--- config.mk ---
export PLATFORM = sky130hd
export DESIGN_NAME = cond_eval
export DESIGN_NICKNAME = d
export VERILOG_FILES = /design/src/rtl/cond_pkg.sv /design/src/rtl/cond_pair_eval.sv /design/src/rtl/cond_resolve.sv /design/src/rtl/cond_eval.sv
export SDC_FILE = /design/constraint.sdc
export NUM_CORES = 1
export LEC_CHECK = 0
export ABC_AREA = 1
export BUFFER_PORTS_ARGS = -buffer_cell sky130_fd_sc_hd__buf_2
export CAP_MARGIN = 5
export CORE_AREA = 2 2 39 41
export DETAILED_ROUTE_END_ITERATION = 7
export DIE_AREA = 0 0 41 43
export PLACE_DENSITY = 0.42
export SETUP_SLACK_MARGIN = 0.15
export SYNTH_ARGS = -nofsm -noshare
export SYNTH_HDL_FRONTEND = slang
export SYNTH_SLANG_ARGS = --single-unit
--- constraint.sdc ---
create_clock -name clk -period 0.8 [get_ports clk]
set_clock_uncertainty 0.05 [all_clocks]
set_input_delay 0.12 -clock clk [delete_from_list [all_inputs] [get_ports clk]]
set_output_delay 0.12 -clock clk [all_outputs]
set_load 0.01 [all_outputs]
--- src/rtl/cond_pkg.sv ---
package cond_pkg;
  localparam int CODE_W = 4;
  localparam int FLAG_W = 4;
  localparam int PAIR_W = CODE_W - 1;

  // Relation tested by each code pair, indexed by code[3:1].
  typedef enum logic [PAIR_W-1:0] {
    PAIR_ZERO = 3'd0,
    PAIR_CARRY = 3'd1,
    PAIR_NEG = 3'd2,
    PAIR_OVF = 3'd3,
    PAIR_UGT = 3'd4,
    PAIR_SGE = 3'd5,
    PAIR_SGT = 3'd6,
    PAIR_ALL = 3'd7
  } pair_e;

  typedef struct packed {
    logic n;
    logic z;
    logic c;
    logic v;
  } nzcv_t;
endpackage

--- src/rtl/cond_pair_eval.sv ---
module cond_pair_eval
  import cond_pkg::*;
(
  input  logic [PAIR_W-1:0] pair_sel,
  input  nzcv_t             fl,
  output logic              base_true
);
  logic signed_ok;

  always_comb begin
    signed_ok = (fl.n == fl.v);
    unique case (pair_e'(pair_sel))
      PAIR_ZERO:  base_true = fl.z;
      PAIR_CARRY: base_true = fl.c;
      PAIR_NEG:   base_true = fl.n;
      PAIR_OVF:   base_true = fl.v;
      PAIR_UGT:   base_true = fl.c & ~fl.z;
      PAIR_SGE:   base_true = signed_ok;
      PAIR_SGT:   base_true = ~fl.z & signed_ok;
      default:    base_true = 1'b1;
    endcase
  end
endmodule

--- src/rtl/cond_resolve.sv ---
module cond_resolve
  import cond_pkg::*;
(
  input  logic [CODE_W-1:0] code,
  input  logic              base_true,
  input  logic              mode_new,
  output logic              pass_c,
  output logic              special_c
);
  logic top_pair;

  always_comb begin
    top_pair  = (code[CODE_W-1:1] == PAIR_ALL);
    special_c = 1'b0;
    if (top_pair) begin
      if (code[0]) begin
        pass_c    = mode_new;
        special_c = mode_new;
      end else begin
        pass_c = 1'b1;
      end
    end else begin
      pass_c = base_true ^ code[0];
    end
  end
endmodule

--- src/rtl/cond_eval.sv ---
module cond_eval
  import cond_pkg::*;
#(
  parameter bit OUT_REG = 1'b1
) (
  input  logic              clk,
  input  logic              rst,
  input  logic [CODE_W-1:0] cond_code,
  input  logic [FLAG_W-1:0] flags,
  input  logic              arch_mode,
  output logic              pass,
  output logic              special_uncond
);
  logic  base_true;
  logic  pass_c;
  logic  special_c;
  nzcv_t fl;

  assign fl = nzcv_t'(flags);

  cond_pair_eval u_pair (
    .pair_sel  (cond_code[CODE_W-1:1]),
    .fl        (fl),
    .base_true (base_true)
  );

  cond_resolve u_res (
    .code      (cond_code),
    .base_true (base_true),
    .mode_new  (arch_mode),
    .pass_c    (pass_c),
    .special_c (special_c)
  );

  generate
    if (OUT_REG) begin : g_reg
      always_ff @(posedge clk) begin
        if (rst) begin
          pass           <= 1'b0;
          special_uncond <= 1'b0;
        end else begin
          pass           <= pass_c;
          special_uncond <= special_c;
        end
      end
    end else begin : g_comb
      assign pass           = pass_c & ~rst;
      assign special_uncond = special_c & ~rst;
    end
  endgenerate
endmodule

* Yosys cells after proc, flatten, opt, wreduce, memory -nomap -nowiden
Cells that the tools add are included.
Storage, ports and cells: bits in registers 2, word-level logic and storage cells 21, input port bits 11
Cells by class: bitwise gates (word level) 6, mux-type cells 3, equal/unequal tests 8, reduce and logical (&&, ||, !) cells 2
Operator list (count):
- 3-bit equality test (second input constant) | 4
- 1-bit one-hot mux with 7 select lines | 1
- 3-bit by 2-bit equality test with 1-bit output (second input constant) | 2
- 3-bit by 1-bit equality test with 1-bit output (second input constant) | 1
- 3-bit zero test | 1
- 1-bit NOT | 3
- 3-bit OR reduction | 1
- 1-bit bitwise AND | 2
- 1-bit two-way mux | 2
- 1-bit equality test | 1
- 1-bit XOR | 1

* Logic depth before layout (Yosys ltp)
Gate-level depths: netlist of run 1.
depth after elaboration 5, mapped depth 10, mapped depth without buffers 10

* Hierarchy
A second synthesis of run 1 with hierarchy kept.
Unflattened totals: cells, all modules 47, area, all modules 232.7 µm²
Modules (own cells, without submodules):
- cond_pair_eval | area an instance 113.9 µm², seq. area each 0.0 µm², times used 1, cells an instance 27
- cond_resolve | area an instance 63.8 µm², seq. area each 0.0 µm², times used 1, cells an instance 14
- cond_eval | area an instance 55.1 µm², seq. area each 40.0 µm², times used 1, cells an instance 6

* Worst setup path after synthesis of run 1
OpenSTA, ideal clock, no wires.
path kind input port to flip-flop, start point input flags[2], end point register pass, path buffers 0, arrival 0.594 ns, slack 0.044 ns, library setup time 0.113 ns, data required time 0.637 ns, stages on the path 10, cell sequence inv_1 nand3_1 nand2_1 nand2_1 nand2_1 nand2_1 nand2_1 nand2_1 nand2_1 nor2_1
Between the ends: cells in the longest elaborated chain, start to end 5
Ends and longest elaborated chain:
- start: declaration | line cond_eval.sv:9 | input logic [FLAG_W-1:0] flags,
- 1-bit NOT | line cond_pair_eval.sv:17, cond_pair_eval.sv:19
- 1-bit bitwise AND, on equally long branches | line cond_pair_eval.sv:19, cond_pair_eval.sv:17
- 1-bit one-hot mux with 7 select lines (*) | line cond_pair_eval.sv:12 | unique case (pair_e'(pair_sel))
- 1-bit XOR (*) | line cond_resolve.sv:23 | pass_c = base_true ^ code[0];
- 1-bit two-way mux (*) | line cond_resolve.sv:15 | if (top_pair) begin
- end signal: assignment | line cond_eval.sv:42 | pass <= pass_c;
- end: declaration | line cond_eval.sv:11 | output logic pass,
Mark *: on every way between the ends. The rest lies on a longest branch, timed or not. A chain may end at the register's enable or synchronous reset.

* Final worst setup path of run 1
start point register special_uncond, end point output special_uncond
RTL lines:
- start: declaration | line cond_eval.sv:12 | output logic special_uncond
- start signal: assignment | line cond_eval.sv:43 | special_uncond <= special_c;
No word-level cell between the ends.

==> impl_metrics.env, run 1 <==
export IMPL_status="finished, violations left"
export IMPL_violations="setup timing"
export IMPL_grt_setup_unrepaired="yes"
export IMPL_diodes=0
export IMPL_critPathCaptureType="output port"
export IMPL_die_height_microns=43
export IMPL_numCtsBuffers=3
export IMPL_grt_pass1_vias=222
export IMPL_finalHoldViolCount=0
export IMPL_ys_flop_type="dfxtp_1"
export IMPL_io_pins=13
export IMPL_ys_types=8
export IMPL_vias=248
export IMPL_gp_congestion=0.661
export IMPL_clkSinkCount=2
export IMPL_synth_fp_nets=44
export IMPL_port_buffers=12
export IMPL_fin_ws_ps=-0.625
export IMPL_holdPathStages=2
export IMPL_setup_violations=1
export IMPL_tightest_slew_ps=173
export IMPL_synth_common_cells="nand2_1 (10), nor2_1 (7), nand3_1 (6)"
export IMPL_clockBufferDepth=2
export IMPL_clkTransAtPathRegs_ps=30
export IMPL_placed_cells=61
export IMPL_h_tree_depth=1
export IMPL_viasPerCell=3.88
export IMPL_cp_depth=1
export IMPL_routedWlPerCell_microns=7.33
export IMPL_crit_arrival_ps=630
export IMPL_max_freq_mhz=1250
export IMPL_core_sq_mm=0.00138
export IMPL_holdBufCountCts=0
export IMPL_overflow=0
export IMPL_cellPowerDensity_mw_per_mm2=1280
export IMPL_slew_headroom_pct=88.4
export IMPL_p_leak_nw=0.192
export IMPL_synth_area_leaders="dfxtp_1 (23%), nand2_1 (21%), nand3_1 (17%)"
export IMPL_cp_slowest_cell="dfxtp_1"
export IMPL_yosysMostFrequentCell="nand2_1"
export IMPL_path_class="flop to output port"
export IMPL_first_pass_iters=4
export IMPL_cp_max_fo=1
export IMPL_grt_max_degree=6
export IMPL_cts_tree="yes"
export IMPL_area_growth_pct=104
export IMPL_hold_slack_ps=28.1
export IMPL_postSynthAreaPerCell_sq_um=5.38
export IMPL_vdd_ir_drop_max_uv=218
export IMPL_rows=14
export IMPL_dieArea_sq_mm=0.00176
export IMPL_start_util_pct=12.8
export IMPL_ys_seq_elements=2
export IMPL_post_route_drc_count=0
export IMPL_drt_iter0_markers=3
export IMPL_cts_root_buffer="clkbuf_4"
export IMPL_worstPathRequired_ps=630
export IMPL_yosysTopAreaCellShare_pct=22.5
export IMPL_cp_top_family="flip-flops"
export IMPL_die_x_microns=41
export IMPL_ant_nets=0
export IMPL_critPathLaunchType="flop"
export IMPL_slowest_delay_ps=290
export IMPL_path_buf_inv=1
export IMPL_synth_edf_count=0
export IMPL_syn_area_sq_um=178
export IMPL_hold_class="input port to flop"
export IMPL_grt_pass1_wl_microns=772
export IMPL_syn_inst=33
export IMPL_fin_crit_ps=801
export IMPL_drv_slew=0
export IMPL_nNetsFinal=61
export IMPL_crit_chain="buf_2"
export IMPL_postLayoutCoreUtil_pct=26.2
export IMPL_cts_setup_buffers=0
export IMPL_max_cap_violations=0
export IMPL_synth_top_cell_by_area="dfxtp_1"
export IMPL_yosys_warnings=0
export IMPL_grt_usage_pct=6.39
export IMPL_detailed_place_hpwl_microns=374
export IMPL_antenna_found_initial=0
export IMPL_instances_no_fill=64
export IMPL_drive_above_1_share_pct=52.1
export IMPL_finalCritPeriodShare_pct=100
export IMPL_tns_ps=-0.625
export IMPL_finalWirelength_microns=469
export IMPL_synthArstFlopShare_pct=0
export IMPL_yosysSeqAreaShare_pct=22.5
==> registers in the layout, summed over array words and instances (netlist names) <==
| name | count |
|---|---|
| special_uncond | 1 |
| pass | 1 |
==> stage by stage <==
| stage | worst slack [ps] | total power, mW | instance area, sq um |
|---|---|---|---|
| final | -0.625 | 0.466 | 363 |
| after global routing | -33.3 | 0.497 | 363 |
| after CTS | -11.7 | 0.470 | 344 |
| after detailed placement | -178 | 0.212 | 268 |
| after global placement | -162 | 0.211 | 268 |
| after floorplan | 45.6 | 0.162 | 188 |
==> layer usage <==
metal  routed length (microns)  vias up  GRT usage (%)
li1                          -      133              -
met2                       207       12           9.69
met1                       224      103           7.59
met3                        37        0              0
met5                         0        -              0
met4                         0        0           6.00
==> where the power goes <==
group | switching (mW) | internal [mW] | leakage, nW
clock | 0.0509 | 0.165 | 0.0138
combinational | 0.0669 | 0.0764 | 0.162
sequential | 0.000824 | 0.106 | 0.0164
total | 0.119 | 0.347 | 0.192
==> cells in the final DEF (no fill, tap or decap), drive strengths merged <==
cell	synthesis	final
buf	0	12
nand2	10	10
nor2	7	7
nand3	6	6
inv	5	5
clkbuf	0	3
dfxtp	2	2
a21oi	1	1
xnor2	1	1
a21boi	1	1
==> final timing paths <==
path | start | end
setup / recovery | special_uncond | special_uncond
hold / removal | rst | special_uncond
==> cells by family after synthesis <==
| group | after synthesis | synth area share, % |
|---|---|---|
| and+or+nand+nor | 23 | 52.8 |
| buffers and inverters | 5 | 10.6 |
| AOI/OAI and AO/OA | 2 | 9.15 |
| DFF | 2 | 22.5 |
| xor gates and xnor gates | 1 | 4.93 |
==> cell type report <==
type / count / area (sq um)
clock buffers: 3 / 22.5
fillers: 159 / 1020
inverters: 5 / 26.3
multi-input cells: 26 / 153
flip-flops and latches: 2 / 40.0
well taps: 16 / 20.0
repair buffers: 12 / 101
==> repair_timing <==
| item | in CTS | in global routing |
|---|---|---|
| gates resized for setup | 15 | 4 |
| pin swaps | 13 | 5 |
| setup endpoints to repair | 3 | 3 |
| endpoints found under the hold margin | 0 | 0 |
No activity file was read; power rests on OpenSTA's default activity.
==> run 2, diff against run 1 <==
ABC_AREA = default   (was 1)
==> impl_metrics.env, run 2 <==
export IMPL_yosysTopAreaCellShare_pct=23.4
export IMPL_p_leak_nw=0.166
export IMPL_final_cell_mix="buf_2 (6), buf_4 (4), clkbuf_4 (3), buf_8 (3), buf_6 (3)"
export IMPL_ant_nets=0
export IMPL_final_common_cell="buf_2"
export IMPL_crit_path_end="pass"
export IMPL_fin_ws_ps=-67.4
export IMPL_status="finished, violations left"
export IMPL_critPathCaptureType="flop"
export IMPL_synth_top_cell_by_area="dfxtp_1"
export IMPL_grt_max_degree=8
export IMPL_vias=224
export IMPL_dieArea_sq_mm=0.00176
export IMPL_max_freq_mhz=1150
export IMPL_h_tree_depth=1
export IMPL_syn_inst=19
export IMPL_yosysSeqAreaShare_pct=23.4
export IMPL_antenna_found_initial=0
export IMPL_port_buffers=12
export IMPL_setup_violations=3
export IMPL_slew_headroom_pct=85.9
export IMPL_holdCritStartpoint="cond_code[0]"
export IMPL_worstPathRequired_ps=850
export IMPL_synthArstFlopShare_pct=0
export IMPL_vdd_ir_drop_max_uv=210
export IMPL_ys_seq_elements=2
export IMPL_finalHoldViolCount=0
export IMPL_fillers=143
export IMPL_cts_root_buffer="clkbuf_4"
export IMPL_post_route_drc_count=0
export IMPL_first_pass_iters=2
export IMPL_start_util_pct=12.4
export IMPL_clkTransAtPathRegs_ps=30
export IMPL_grt_pass1_vias=226
export IMPL_syn_area_sq_um=171
export IMPL_hold_slack_ps=111
export IMPL_clkSinkCount=2
export IMPL_gp_congestion=0.716
export IMPL_overflow=0
export IMPL_crit_chain="buf_8 -> or3b_1 -> a31oi_2 -> a211oi_2 -> mux2i_1"
export IMPL_grt_usage_pct=6.49
export IMPL_numCtsBuffers=3
export IMPL_viasPerCell=4.15
export IMPL_violations="setup timing"
export IMPL_multi_input_area_sq_um=171
export IMPL_postSynthAreaPerCell_sq_um=9.02
export IMPL_die_x_microns=41
export IMPL_synth_common_cells="dfxtp_1 (2), nor3_1 (2)"
export IMPL_io_pins=13
export IMPL_area_growth_pct=130
export IMPL_drive_above_1_share_pct=68.4
export IMPL_cp_startpoint="cond_code[2]"
export IMPL_core_sq_mm=0.00138
export IMPL_instances_no_fill=54
export IMPL_fin_crit_ps=867
export IMPL_yosys_warnings=0
export IMPL_max_cap_violations=0
export IMPL_clockBufferDepth=2
export IMPL_finalCritPeriodShare_pct=108
export IMPL_largestRegisters="pass x1, special_uncond x1"
export IMPL_cts_tree="yes"
export IMPL_cellPowerDensity_mw_per_mm2=1240
export IMPL_crit_arrival_ps=920
export IMPL_grt_pass1_wl_microns=724
export IMPL_die_height_microns=43
export IMPL_critPathLaunchType="input port"
export IMPL_detailed_place_hpwl_microns=358
export IMPL_seqCellArea_sq_um=41.3
export IMPL_rows=14
export IMPL_ys_flop_type="dfxtp_1"
export IMPL_grt_setup_unrepaired="yes"
export IMPL_diodes=0
export IMPL_nNetsFinal=51
export IMPL_slowest_delay_ps=380
export IMPL_drt_iter0_markers=1
export IMPL_ys_types=17
export IMPL_postLayoutCoreUtil_pct=28.5
export IMPL_path_class="input port to flop"
export IMPL_cp_slowest_cell="or3b_1"
export IMPL_hold_class="input port to flop"
export IMPL_synth_edf_count=0
export IMPL_drv_slew=0
export IMPL_cp_max_fo=5
export IMPL_tightest_slew_ps=210
export IMPL_placed_cells=51
export IMPL_synth_area_leaders="dfxtp_1 (23%), a211oi_2 (7.3%), a31oi_2 (7.3%)"
export IMPL_finalWirelength_microns=466
export IMPL_routedWlPerCell_microns=8.63
export IMPL_synth_fp_nets=30
## run 2: cell count changes after synthesis, moves of 2 or more
cell,delta
inv_1,-5
nand2_1,-9
nand3_1,-6
nor2_1,-6
nor3_1,+2
## run 2: worst min-delay path by stage
stage	end	slack, ps	depth (start not counted)
2_1_floorplan	special_uncond	220	2
3_3_place_gp	special_uncond	340	3
3_5_place_dp	pass	340	3
4_1_cts	pass	110	3
5_1_grt	special_uncond	130	3
6_report	special_uncond	110	3
## run 2: metal layers
layer  GRT usage, %  share of wire, %  vias to the layer above
met5              0                 0                        -
met4           10.0               4.1                        0
met3              0                11                        2
met2           9.38                48                       14
met1           6.33                37                       96
li1               -                 -                      112
## run 2: layout make-up
class                           instances  area share (%)
Clock buffer                            3            5.71
Sequential cell                         2            10.5
Tap cell                               16            5.08
Multi-Input combinational cell         17            43.5
Timing Repair Buffer                   16            35.2
## run 2: logic make-up after synthesis
kind of cell	share of synthesized area, %
simple gates	42.3
xor+xnor	5.11
flops	23.4
mux	5.84
compound gates	23.4
## run 2: through the flow
stage                     TNS [ps]  worst slack [ps]  cell area, sq um  power (mW)
after detailed placement      -340              -340               282       0.217
after global placement        -387              -387               282       0.219
final                        -79.6             -67.4               394       0.487
after floorplan               -175              -175               171       0.155
after global routing          -195              -131               394       0.517
after CTS                     -122             -92.8               313       0.459
## run 2: power breakdown
part / switching, mW / total (mW) / internal (mW)
Clock: 0.0592 / 0.225 / 0.166
Combinational: 0.0578 / 0.154 / 0.0961
Sequential: 0.00240 / 0.109 / 0.106
## run 2: critical path, delay by kind of cell
kind                   cells  cell delay [ps]
muxes                      1              120
buffers and inverters      1              100
AOI/OAI and AO/OA          2              210
and+or+nand+nor            1              380
## run 2: repair_timing
| action | in CTS | in global routing |
|---|---|---|
| pin swaps | 1 | 4 |
| resized for setup | 2 | 18 |
| hold endpoints to repair | 0 | 0 |
| buffers inserted | 0 | 0 |
| hold buffers | 0 | 0 |
| endpoints found under the setup margin | 3 | 3 |
